## config.mk

```make
export PLATFORM = sky130hd
export DESIGN_NAME = clk_mode_ctrl_reg
export DESIGN_NICKNAME = d
export VERILOG_FILES = /design/src/rtl/ckm_pkg.sv /design/src/rtl/ckm_field_regs.sv /design/src/rtl/ckm_mode_ctrl.sv /design/src/rtl/clk_mode_ctrl_reg.sv
export SDC_FILE = /design/constraint.sdc
export NUM_CORES = 1
export LEC_CHECK = 0
export CORE_MARGIN = 4
export CORE_UTILIZATION = 34
export CTS_BUF_LIST = sky130_fd_sc_hd__clkbuf_2
export CTS_CLUSTER_SIZE = 8
export DETAILED_ROUTE_END_ITERATION = 7
export PLACE_DENSITY = 0.8
export SYNTH_ARGS = -nofsm -noshare
export SYNTH_HDL_FRONTEND = slang
export SYNTH_SLANG_ARGS = --single-unit
```

## constraint.sdc

```tcl
create_clock -name clk_i -period 1.1 [get_ports clk_i]
set_input_delay 0.165 -clock clk_i [delete_from_list [all_inputs] [get_ports clk_i]]
set_output_delay 0.165 -clock clk_i [all_outputs]
set_load 0.05 [all_outputs]
```

## src/rtl/ckm_pkg.sv

```systemverilog
package ckm_pkg;

   typedef enum logic [1:0] {
      CKM_SELF    = 2'b00,
      CKM_INT_FLL = 2'b01,
      CKM_BYPASS  = 2'b10,
      CKM_EXT_FLL = 2'b11
   } ckm_mode_e;

   localparam int unsigned CKM_REG_W   = 8;
   localparam int unsigned CKM_GAIN_B  = 7;
   localparam int unsigned CKM_RANGE_B = 6;
   localparam int unsigned CKM_REFS_B  = 5;
   localparam int unsigned CKM_MODE_LO = 3;
   localparam int unsigned CKM_MODE_HI = 4;
   localparam int unsigned CKM_KEEP_B  = 2;
   localparam int unsigned CKM_LOCD_B  = 1;

endpackage

```

## src/rtl/ckm_field_regs.sv

```systemverilog
module ckm_field_regs
   import ckm_pkg::*;
#(
   parameter logic [CKM_REG_W-1:0] RESET_VAL = 8'h44,
   parameter logic [CKM_REG_W-1:0] ONCE_MASK = 8'h60,
   parameter logic [CKM_REG_W-1:0] NONE_MASK = 8'h19
) (
   input  logic                 clk_i,
   input  logic                 rst_ni,
   input  logic                 wr_en_i,
   input  logic [CKM_REG_W-1:0] wr_data_i,
   output logic [CKM_REG_W-1:0] fld_o,
   output logic                 first_done_o
);

   logic first_done_q;

   always_ff @(posedge clk_i or negedge rst_ni) begin
      if (!rst_ni)      first_done_q <= 1'b0;
      else if (wr_en_i) first_done_q <= 1'b1;
   end

   for (genvar i = 0; i < CKM_REG_W; i++) begin : g_bit
      if (NONE_MASK[i]) begin : g_none
         assign fld_o[i] = 1'b0;
      end else if (ONCE_MASK[i]) begin : g_once
         logic q;
         always_ff @(posedge clk_i or negedge rst_ni) begin
            if (!rst_ni)                       q <= RESET_VAL[i];
            else if (wr_en_i && !first_done_q) q <= wr_data_i[i];
         end
         assign fld_o[i] = q;
      end else begin : g_plain
         logic q;
         always_ff @(posedge clk_i or negedge rst_ni) begin
            if (!rst_ni)      q <= RESET_VAL[i];
            else if (wr_en_i) q <= wr_data_i[i];
         end
         assign fld_o[i] = q;
      end
   end

   assign first_done_o = first_done_q;

   initial begin
      assert ((ONCE_MASK & NONE_MASK) == '0)
         else $error("ckm_field_regs: a bit cannot be both write-once and absent");
   end

   assert_once_hold_R3: assert property (@(posedge clk_i) disable iff (!rst_ni)
      first_done_q |=> $stable(fld_o & ONCE_MASK));

endmodule

```

## src/rtl/ckm_mode_ctrl.sv

```systemverilog
module ckm_mode_ctrl
   import ckm_pkg::*;
#(
   parameter logic [1:0] RESET_MODE = 2'b00,
   parameter bit         LOCKOUT_EN = 1'b1
) (
   input  logic       clk_i,
   input  logic       rst_ni,
   input  logic       wr_en_i,
   input  logic [1:0] wr_mode_i,
   input  logic       first_wr_i,
   input  logic       ref_stable_i,
   input  logic       mode_done_i,
   input  logic       off_mode_i,
   output logic [1:0] req_mode_o,
   output logic [1:0] eff_mode_o
);

   ckm_mode_e req_q, eff_q;
   logic      busy_q;
   logic      lock_q;
   logic      accept;
   logic      may_apply;

   if (LOCKOUT_EN) begin : g_lock
      always_ff @(posedge clk_i or negedge rst_ni) begin
         if (!rst_ni)                                     lock_q <= 1'b0;
         else if (wr_en_i && first_wr_i && !wr_mode_i[1]) lock_q <= 1'b1;
      end
   end else begin : g_nolock
      assign lock_q = 1'b0;
   end

   assign accept    = wr_en_i && !busy_q && !(lock_q && wr_mode_i[1]);
   assign may_apply = (req_q != eff_q) && ((req_q != CKM_BYPASS) || ref_stable_i);

   always_ff @(posedge clk_i or negedge rst_ni) begin
      if (!rst_ni) begin
         req_q  <= ckm_mode_e'(RESET_MODE);
         eff_q  <= ckm_mode_e'(RESET_MODE);
         busy_q <= 1'b0;
      end else begin
         if (accept) req_q <= ckm_mode_e'(wr_mode_i);
         if (accept && (ckm_mode_e'(wr_mode_i) != req_q)) busy_q <= 1'b1;
         else if (mode_done_i)                            busy_q <= 1'b0;
         if (may_apply) eff_q <= req_q;
      end
   end

   assign req_mode_o = req_q;
   assign eff_mode_o = eff_q;

   assert_lockout_R4: assert property (@(posedge clk_i) disable iff (!rst_ni)
      lock_q |-> !req_q[1]);

   assert_bypass_wait_R5: assert property (@(posedge clk_i) disable iff (!rst_ni)
      (eff_q != CKM_BYPASS && !ref_stable_i) |=> (eff_q != CKM_BYPASS));

   assert_busy_hold_R6: assert property (@(posedge clk_i) disable iff (!rst_ni)
      (busy_q && wr_en_i) |=> $stable(req_q));

   assert_off_hold_R7: assert property (@(posedge clk_i) disable iff (!rst_ni)
      (off_mode_i && !wr_en_i) |=> $stable(req_q));

endmodule

```

## src/rtl/clk_mode_ctrl_reg.sv

```systemverilog
module clk_mode_ctrl_reg
   import ckm_pkg::*;
#(
   parameter logic [7:0] RESET_VAL     = 8'h44,
   parameter bit         LOCKOUT_EN    = 1'b1,
   parameter int         PRESC_W       = 7,
   parameter int         LOW_PRESCALE  = 64,
   parameter int         HIGH_PRESCALE = 1
) (
   input  logic               clk_i,
   input  logic               rst_ni,
   input  logic               wr_en_i,
   input  logic [7:0]         wr_data_i,
   output logic [7:0]         rd_data_o,
   input  logic               ref_stable_i,
   input  logic               mode_done_i,
   input  logic               off_mode_i,
   input  logic               osc_req_i,
   output logic [1:0]         eff_mode_o,
   output logic               high_gain_o,
   output logic               high_range_o,
   output logic [PRESC_W-1:0] presc_factor_o,
   output logic               osc_off_en_o,
   output logic               loc_det_en_o
);

   localparam logic [7:0] ONCE_MASK = (8'd1 << CKM_RANGE_B) | (8'd1 << CKM_REFS_B);
   localparam logic [7:0] MODE_MASK = (8'd1 << CKM_MODE_HI) | (8'd1 << CKM_MODE_LO);
   localparam logic [7:0] NONE_MASK = MODE_MASK | 8'd1;
   localparam logic [PRESC_W-1:0] LOW_F  = PRESC_W'(LOW_PRESCALE);
   localparam logic [PRESC_W-1:0] HIGH_F = PRESC_W'(HIGH_PRESCALE);

   logic [7:0] fld;
   logic       first_done;
   logic [1:0] req_mode;
   logic [1:0] eff_mode;
   logic       keep_ok;

   initial begin
      assert (PRESC_W >= $clog2(LOW_PRESCALE + 1) && PRESC_W >= $clog2(HIGH_PRESCALE + 1))
         else $error("clk_mode_ctrl_reg: PRESC_W too narrow for the prescale factors");
      assert (LOW_PRESCALE > 0 && HIGH_PRESCALE > 0)
         else $error("clk_mode_ctrl_reg: prescale factors must be positive");
   end

   ckm_field_regs #(
      .RESET_VAL (RESET_VAL),
      .ONCE_MASK (ONCE_MASK),
      .NONE_MASK (NONE_MASK)
   ) i_fields (
      .clk_i        (clk_i),
      .rst_ni       (rst_ni),
      .wr_en_i      (wr_en_i),
      .wr_data_i    (wr_data_i),
      .fld_o        (fld),
      .first_done_o (first_done)
   );

   ckm_mode_ctrl #(
      .RESET_MODE (RESET_VAL[CKM_MODE_HI:CKM_MODE_LO]),
      .LOCKOUT_EN (LOCKOUT_EN)
   ) i_mode (
      .clk_i        (clk_i),
      .rst_ni       (rst_ni),
      .wr_en_i      (wr_en_i),
      .wr_mode_i    (wr_data_i[CKM_MODE_HI:CKM_MODE_LO]),
      .first_wr_i   (!first_done),
      .ref_stable_i (ref_stable_i),
      .mode_done_i  (mode_done_i),
      .off_mode_i   (off_mode_i),
      .req_mode_o   (req_mode),
      .eff_mode_o   (eff_mode)
   );

   assign rd_data_o    = fld | (8'(req_mode) << CKM_MODE_LO);
   assign eff_mode_o   = eff_mode;
   assign high_gain_o  = fld[CKM_GAIN_B];
   assign high_range_o = fld[CKM_RANGE_B];
   assign loc_det_en_o = !fld[CKM_LOCD_B];

   always_comb begin
      if (eff_mode[1] && fld[CKM_RANGE_B]) presc_factor_o = HIGH_F;
      else                                 presc_factor_o = LOW_F;
   end

   always_comb begin
      if (fld[CKM_KEEP_B]) keep_ok = eff_mode[1];
      else                 keep_ok = osc_req_i && (eff_mode == CKM_BYPASS);
   end

   assign osc_off_en_o = off_mode_i && ref_stable_i && keep_ok;

   assert_presc_internal_R8: assert property (@(posedge clk_i) disable iff (!rst_ni)
      !eff_mode_o[1] |-> (presc_factor_o == LOW_F));

   assert_osc_off_gate_R9: assert property (@(posedge clk_i) disable iff (!rst_ni)
      (!off_mode_i || !ref_stable_i) |-> !osc_off_en_o);

   assert_locd_write_R10: assert property (@(posedge clk_i) disable iff (!rst_ni)
      (wr_en_i && wr_data_i[CKM_LOCD_B]) |=> !loc_det_en_o);

   assert_bit0_zero_R2: assert property (@(posedge clk_i) disable iff (!rst_ni)
      !rd_data_o[0]);

endmodule

```

* After elaboration in Yosys (flattened, before gate mapping)
Cells that the tools add are included.
** Word-level totals
- Word-level logic and storage cells :: 37
- Memory bits (writable) :: 0
- Bits in latches :: 0
- Memories kept :: 0
- Output and inout port bits :: 21
- Bits of input ports :: 15
- Register bits after elaboration :: 12
- Memory bits (read-only) :: 0
** Cells by class
- Add/subtract/negate cells :: 0
- Div/mod/pow operators :: 0
- Multipliers :: 0
- Bitwise logic cells :: 1
- $lt $le $gt $ge :: 0
- Muxes and demuxes :: 4
- Reduce and logical (&&, ||, !) cells :: 18
- Shifts and indexed selects :: 0
- Equal/unequal tests :: 4
** Operator list (number)
- $logic_and A1 B1 Y1 :: 11
- $or A8 B5 Y8 :: 1
- $mux W7 :: 1
- $logic_not A1 Y1 :: 5
- $ne A2 B2 Y1 :: 2
- $mux W1 :: 3
- $eq A2 B2 Y1 const B :: 1
- $ne A2 B2 Y1 const B :: 1
- $reduce_bool A2 Y1 :: 1
- $logic_or A1 B1 Y1 :: 1

* Depth between registers and ports, before layout
- Depth after elaboration :: 5
- Depth in mapped cells :: 3
- Mapped depth without buffers :: 3

* Hierarchy
From an unflattened synthesis, not the netlist that was laid out.
** Unflattened totals
- Cell total of the unflattened synthesis :: 59
- Area, all modules :: 664.4 um^2
** By module, submodules not included
- ckm_field_regs :: cells an instance 22, seq. area each 152.6 um^2, instances 1, area an instance 300.3 um^2
- ckm_mode_ctrl :: cells an instance 21, seq. area each 150.1 um^2, instances 1, area an instance 262.8 um^2
- clk_mode_ctrl_reg :: cells an instance 16, seq. area each 0.0 um^2, instances 1, area an instance 101.3 um^2

* Worst setup path before layout
OpenSTA, ideal clock, no wires.
- Path kind :: flip-flop to output port
- Start :: reg i_mode.eff_q[1] (netlist: i_mode.eff_mode_o[1])
- End :: out presc_factor_o[0]
- Path buffers :: 0
- Cell stages (with the launch flop) :: 3
- Arrival :: 1546 ps
- Slack :: -611 ps
- Data required time :: 935 ps
- Cells stage by stage :: dfrtp_1 > nand2_1 > inv_1
** On the way
- Longest elaborated chain between the ends :: 2
** RTL lines
- start, declared :: RTL line ckm_mode_ctrl.sv:19 : ckm_mode_e req_q, eff_q;
- start signal, assigned :: RTL line ckm_mode_ctrl.sv:40 : eff_q <= ckm_mode_e'(RESET_MODE);
- start signal, assigned :: RTL line ckm_mode_ctrl.sv:46 : if (may_apply) eff_q <= req_q;
- $logic_and A1 B1 Y1 :: RTL line clk_mode_ctrl_reg.sv:82 : if (eff_mode[1] && fld[CKM_RANGE_B]) presc_factor_o = HIGH_F;
- $mux W7 :: RTL line clk_mode_ctrl_reg.sv:82
- end, declared :: RTL line clk_mode_ctrl_reg.sv:22 : output logic [PRESC_W-1:0] presc_factor_o,
No other way between the ends.

* Worst setup path after layout
- Start :: reg i_fields.g_bit[6].g_once.q
- End :: out presc_factor_o[0]
** On the way
- Longest elaborated chain between the ends :: 2
** RTL lines
- start, declared :: RTL line ckm_field_regs.sv:27 : logic q;
- start signal, assigned :: RTL line ckm_field_regs.sv:29 : if (!rst_ni) q <= RESET_VAL[i];
- start signal, assigned :: RTL line ckm_field_regs.sv:30 : else if (wr_en_i && !first_done_q) q <= wr_data_i[i];
- $logic_and A1 B1 Y1 :: RTL line clk_mode_ctrl_reg.sv:82
- $mux W7 :: RTL line clk_mode_ctrl_reg.sv:82
No other way between the ends.

==> metrics.md <==
| Metric | Value |
|---|---|
| Hold-fix buffers, CTS | 0 |
| Routed vias/inst | approximately 4.6 |
| Period utilization | 124% |
| WP data arrival | around 1.2 ns |
| DR iter-0 viols | 5 |
| Critical path launch point type | register |
| Max Cap Viol | 0 |
| Maximum vdd drop | 0.00159 V |
| Mean area per synthesized cell | 11.0 µm² |
| Crit-path max FO | 3 |
| Flops & latches, synth | 12 |
| Full die area | 2470 µm² |
| Synth cell types | 22 |
| CP startpoint | i_fields.g_bit[6].g_once.q$_DFFE_PN1P_ |
| Residual DRC | 0 |
| Chip height | 49.7 µm |
| Cell count along the critical path | 3 |
| Launching point of the worst reg2reg path | i_mode.busy_q$_DFFE_PN0P_ |
| Min-delay worst type | in2async |
| Clock slew seen by the registers of the worst setup and hold paths | between 0.1 and 0.15 ns |
| Failing checks | setup timing |
| Status | finished with violations |
| IO Pins | 36 |
| F_max | between 700 and 800 MHz |
| Number of synthesized flops with an enable pin | 0 |
| CTS tree | yes |
| ANT nets after route | 0 |
| Rows | 14 |
| Die W | 49.7 µm |
| Post-synthesis async set-or-reset flop share | 100% |
| Drt first pass iters | 4 |
| Gr ovfl total | 0 |
| CTS buffer count | 3 |
| Clock buffer depth | 2 |
| Max stage delay on crit path | 0.69 ns |
| Top post-synthesis cells by count | 11 x buf_4, 10 x dfrtp_1, 5 x inv_1 |
| YS warnings | 0 |
| Logic pwr share | 61.8% |
| CP cell instances | nand2_8, clkinvlp_4, buf_12 |
| Setup ws final | -0.267 ns |
| Setup TNS | -1.50 ns |
| Total Nets Final | 112 |
| Area growth, synth to finish | 98.5% |
| Ys flop type | dfrtp_1 |
| Final setup fails | 9 |
| Global Route Usage Sum | 12.8% |
| PwrDens | 2170 nW/µm² |
| Clock latency on the worst-skew pair | approximately 0.27 ns |
| Power Internal | 1.47 mW |
| Sequential share of power | just under 30% |
| Overall routed net length | 1470 µm |
| Antenna cell count | 0 |
| Reg2Reg Depth | 3 |
| Fin. max-slew vios | 0 |
| Clock root buffer | clkbuf_2 |
| Crit. End Element | primary output |
| Netlist Area Pre-Place | 592 µm² |
| Switching share of power | 42.2% |
| Initial Util | 37.5% |
| Syn Inst Count | 54 |
| Crit Path Category | reg2out |
| Critical-path top delay cell | dfstp_4 |
| Most frequent cell after synthesis | buf_4 |
| Final hold violation count | 0 |
| Share of layout cells above drive strength 1 | 53.1% |
| Leakage | around 0.54 nW |
| Via count | 511 |
| Data required time at the worst endpoint | 0.94 ns |
| Minimum clock period | 1.37 ns |
| Seq/Total Area, Yosys | 51.2% |
| Largest net degree at the start of global routing | 13 |
| Worst Hold Slack | ~0.17 ns |
| Vias in the first global route | between 500 and 600 |
| Dominant cells by area after synthesis | dfrtp_1 42%, buf_4 14%, dfstp_2 8.9% |
| CTS H-tree depth | 1 |
| First-pass GRT wire length | 2390 µm |
| Clock sink total | 12 |
| Synth area leader | dfrtp_1 |
| CP bufs+invs | 2 |
| Gp weighted congestion | around 0.69 |
| Unrepaired setup endpoints after global routing | yes |
| Post-synth top area share | 42.3% |
| Dpl hpwl | roughly 1200 µm |
| Crit path max-delay family | flip-flops |
| Skew final | 0.00754 ns |
| Clock share of power | 9.1% |
| Port bufs | 28 |
| Initial antenna violation count | 0 |
| WL/cell | 13.1 µm |
| P_sw | 1.08 mW |
| Core area | around 1600 µm² |
flip-flops by register name, indices dropped and copies added, names as in the netlist:
name                      cells
i_mode.eff_mode_o             2
i_mode.busy_q                 1
i_fields.g_bit.g_once.q       2
i_mode.lock_q                 1
i_mode.req_mode_o             2
i_fields.first_done_o         1
i_fields.g_bit.g_plain.q      3
per-layer routing:
metal	global-route usage, %	up-vias	wire [µm]
li1	-	242	-
met2	23.1	30	777
met5	0	-	0
met4	4.15	0	8
met1	13.6	237	548
met3	4.52	2	136
worst paths after layout:
kind                       slack (ns)                                 endpoint
min                              0.17  i_fields.g_bit[7].g_plain.q$_DFFE_PN0P_
max reg2reg                     -0.02         i_mode.req_mode_o[0]$_DFFE_PN0P_
max in group asynchronous        0.69   i_fields.g_bit[6].g_once.q$_DFFE_PN1P_
max                             -0.27                        presc_factor_o[0]
min in group clk_i               0.48                i_mode.busy_q$_DFFE_PN0P_
min reg2reg                      0.50        i_fields.first_done_o$_DFFE_PN0P_
power groups by stage:
stage	clock network, mW	logic, mW	registers, mW
2_1_floorplan	0	0.479	0.974
3_3_place_gp	0	1.39	0.747
3_5_place_dp	0	1.42	0.758
4_1_cts	0.233	1.44	0.761
5_1_grt	0.264	1.64	0.757
6_report	0.233	1.58	0.739
what timing repair did:
item / in CTS / in global routing
resized for setup: 5 / 3
setup endpoints to repair: 12 / 15
setup buffers: 2 / 6
pin swaps: 1 / 0
per-stage QoR:
stage	power, mW	std cells	utilization [%]	instance area (µm²)	setup WS [ns]
floorplan	1.45	59	-	649	-0.134
global placement	2.13	100	68.3	1080	-0.262
detailed placement	2.17	100	68.3	1080	-0.291
CTS	2.44	106	71.1	1120	-0.278
global route	2.66	112	74.5	1170	-0.325
finish	2.55	112	74.5	1170	-0.267
cell type report:
class | instances | area [µm²]
Sequential cell | 12 | 312
Tap cell | 16 | 20.0
Multi-Input combinational cell | 31 | 244
Inverter | 5 | 22.5
Timing Repair Buffer | 44 | 558
Clock inverter | 1 | 3.75
Clock buffer | 3 | 15.0
Fill cell | 104 | 402
logic make-up (layout without fill, tap and decap cells):
family | Yosys count | after routing | synth area share [%]
compound gates | 8 | 8 | 9.51
xor+xnor | 2 | 2 | 2.96
buf+inv | 16 | 53 | 17.1
other cells | 1 | 6 | 0.634
flops | 12 | 12 | 51.2
simple gates | 10 | 10 | 8.46
mux | 5 | 5 | 10.1
layout by cell type (no fill, tap or decap), types with 2 or more instances in the layout:
cell type        synthesis  routed
nand2_1                  3       2
buf_4                   11      14
mux2_2                   2       2
conb_1                   1       6
clkbuf_2                 0       3
xor2_1                   2       2
mux2_4                   1       2
nor2_1                   3       2
dfrtp_1                 10       6
dfrtp_2                  0       4
buf_12                   0      15
clkdlybuf4s50_1          0      13
inv_1                    5       3
buf_6                    0       2
a21o_1                   2       2
No activity file was read; power rests on OpenSTA's default activity.
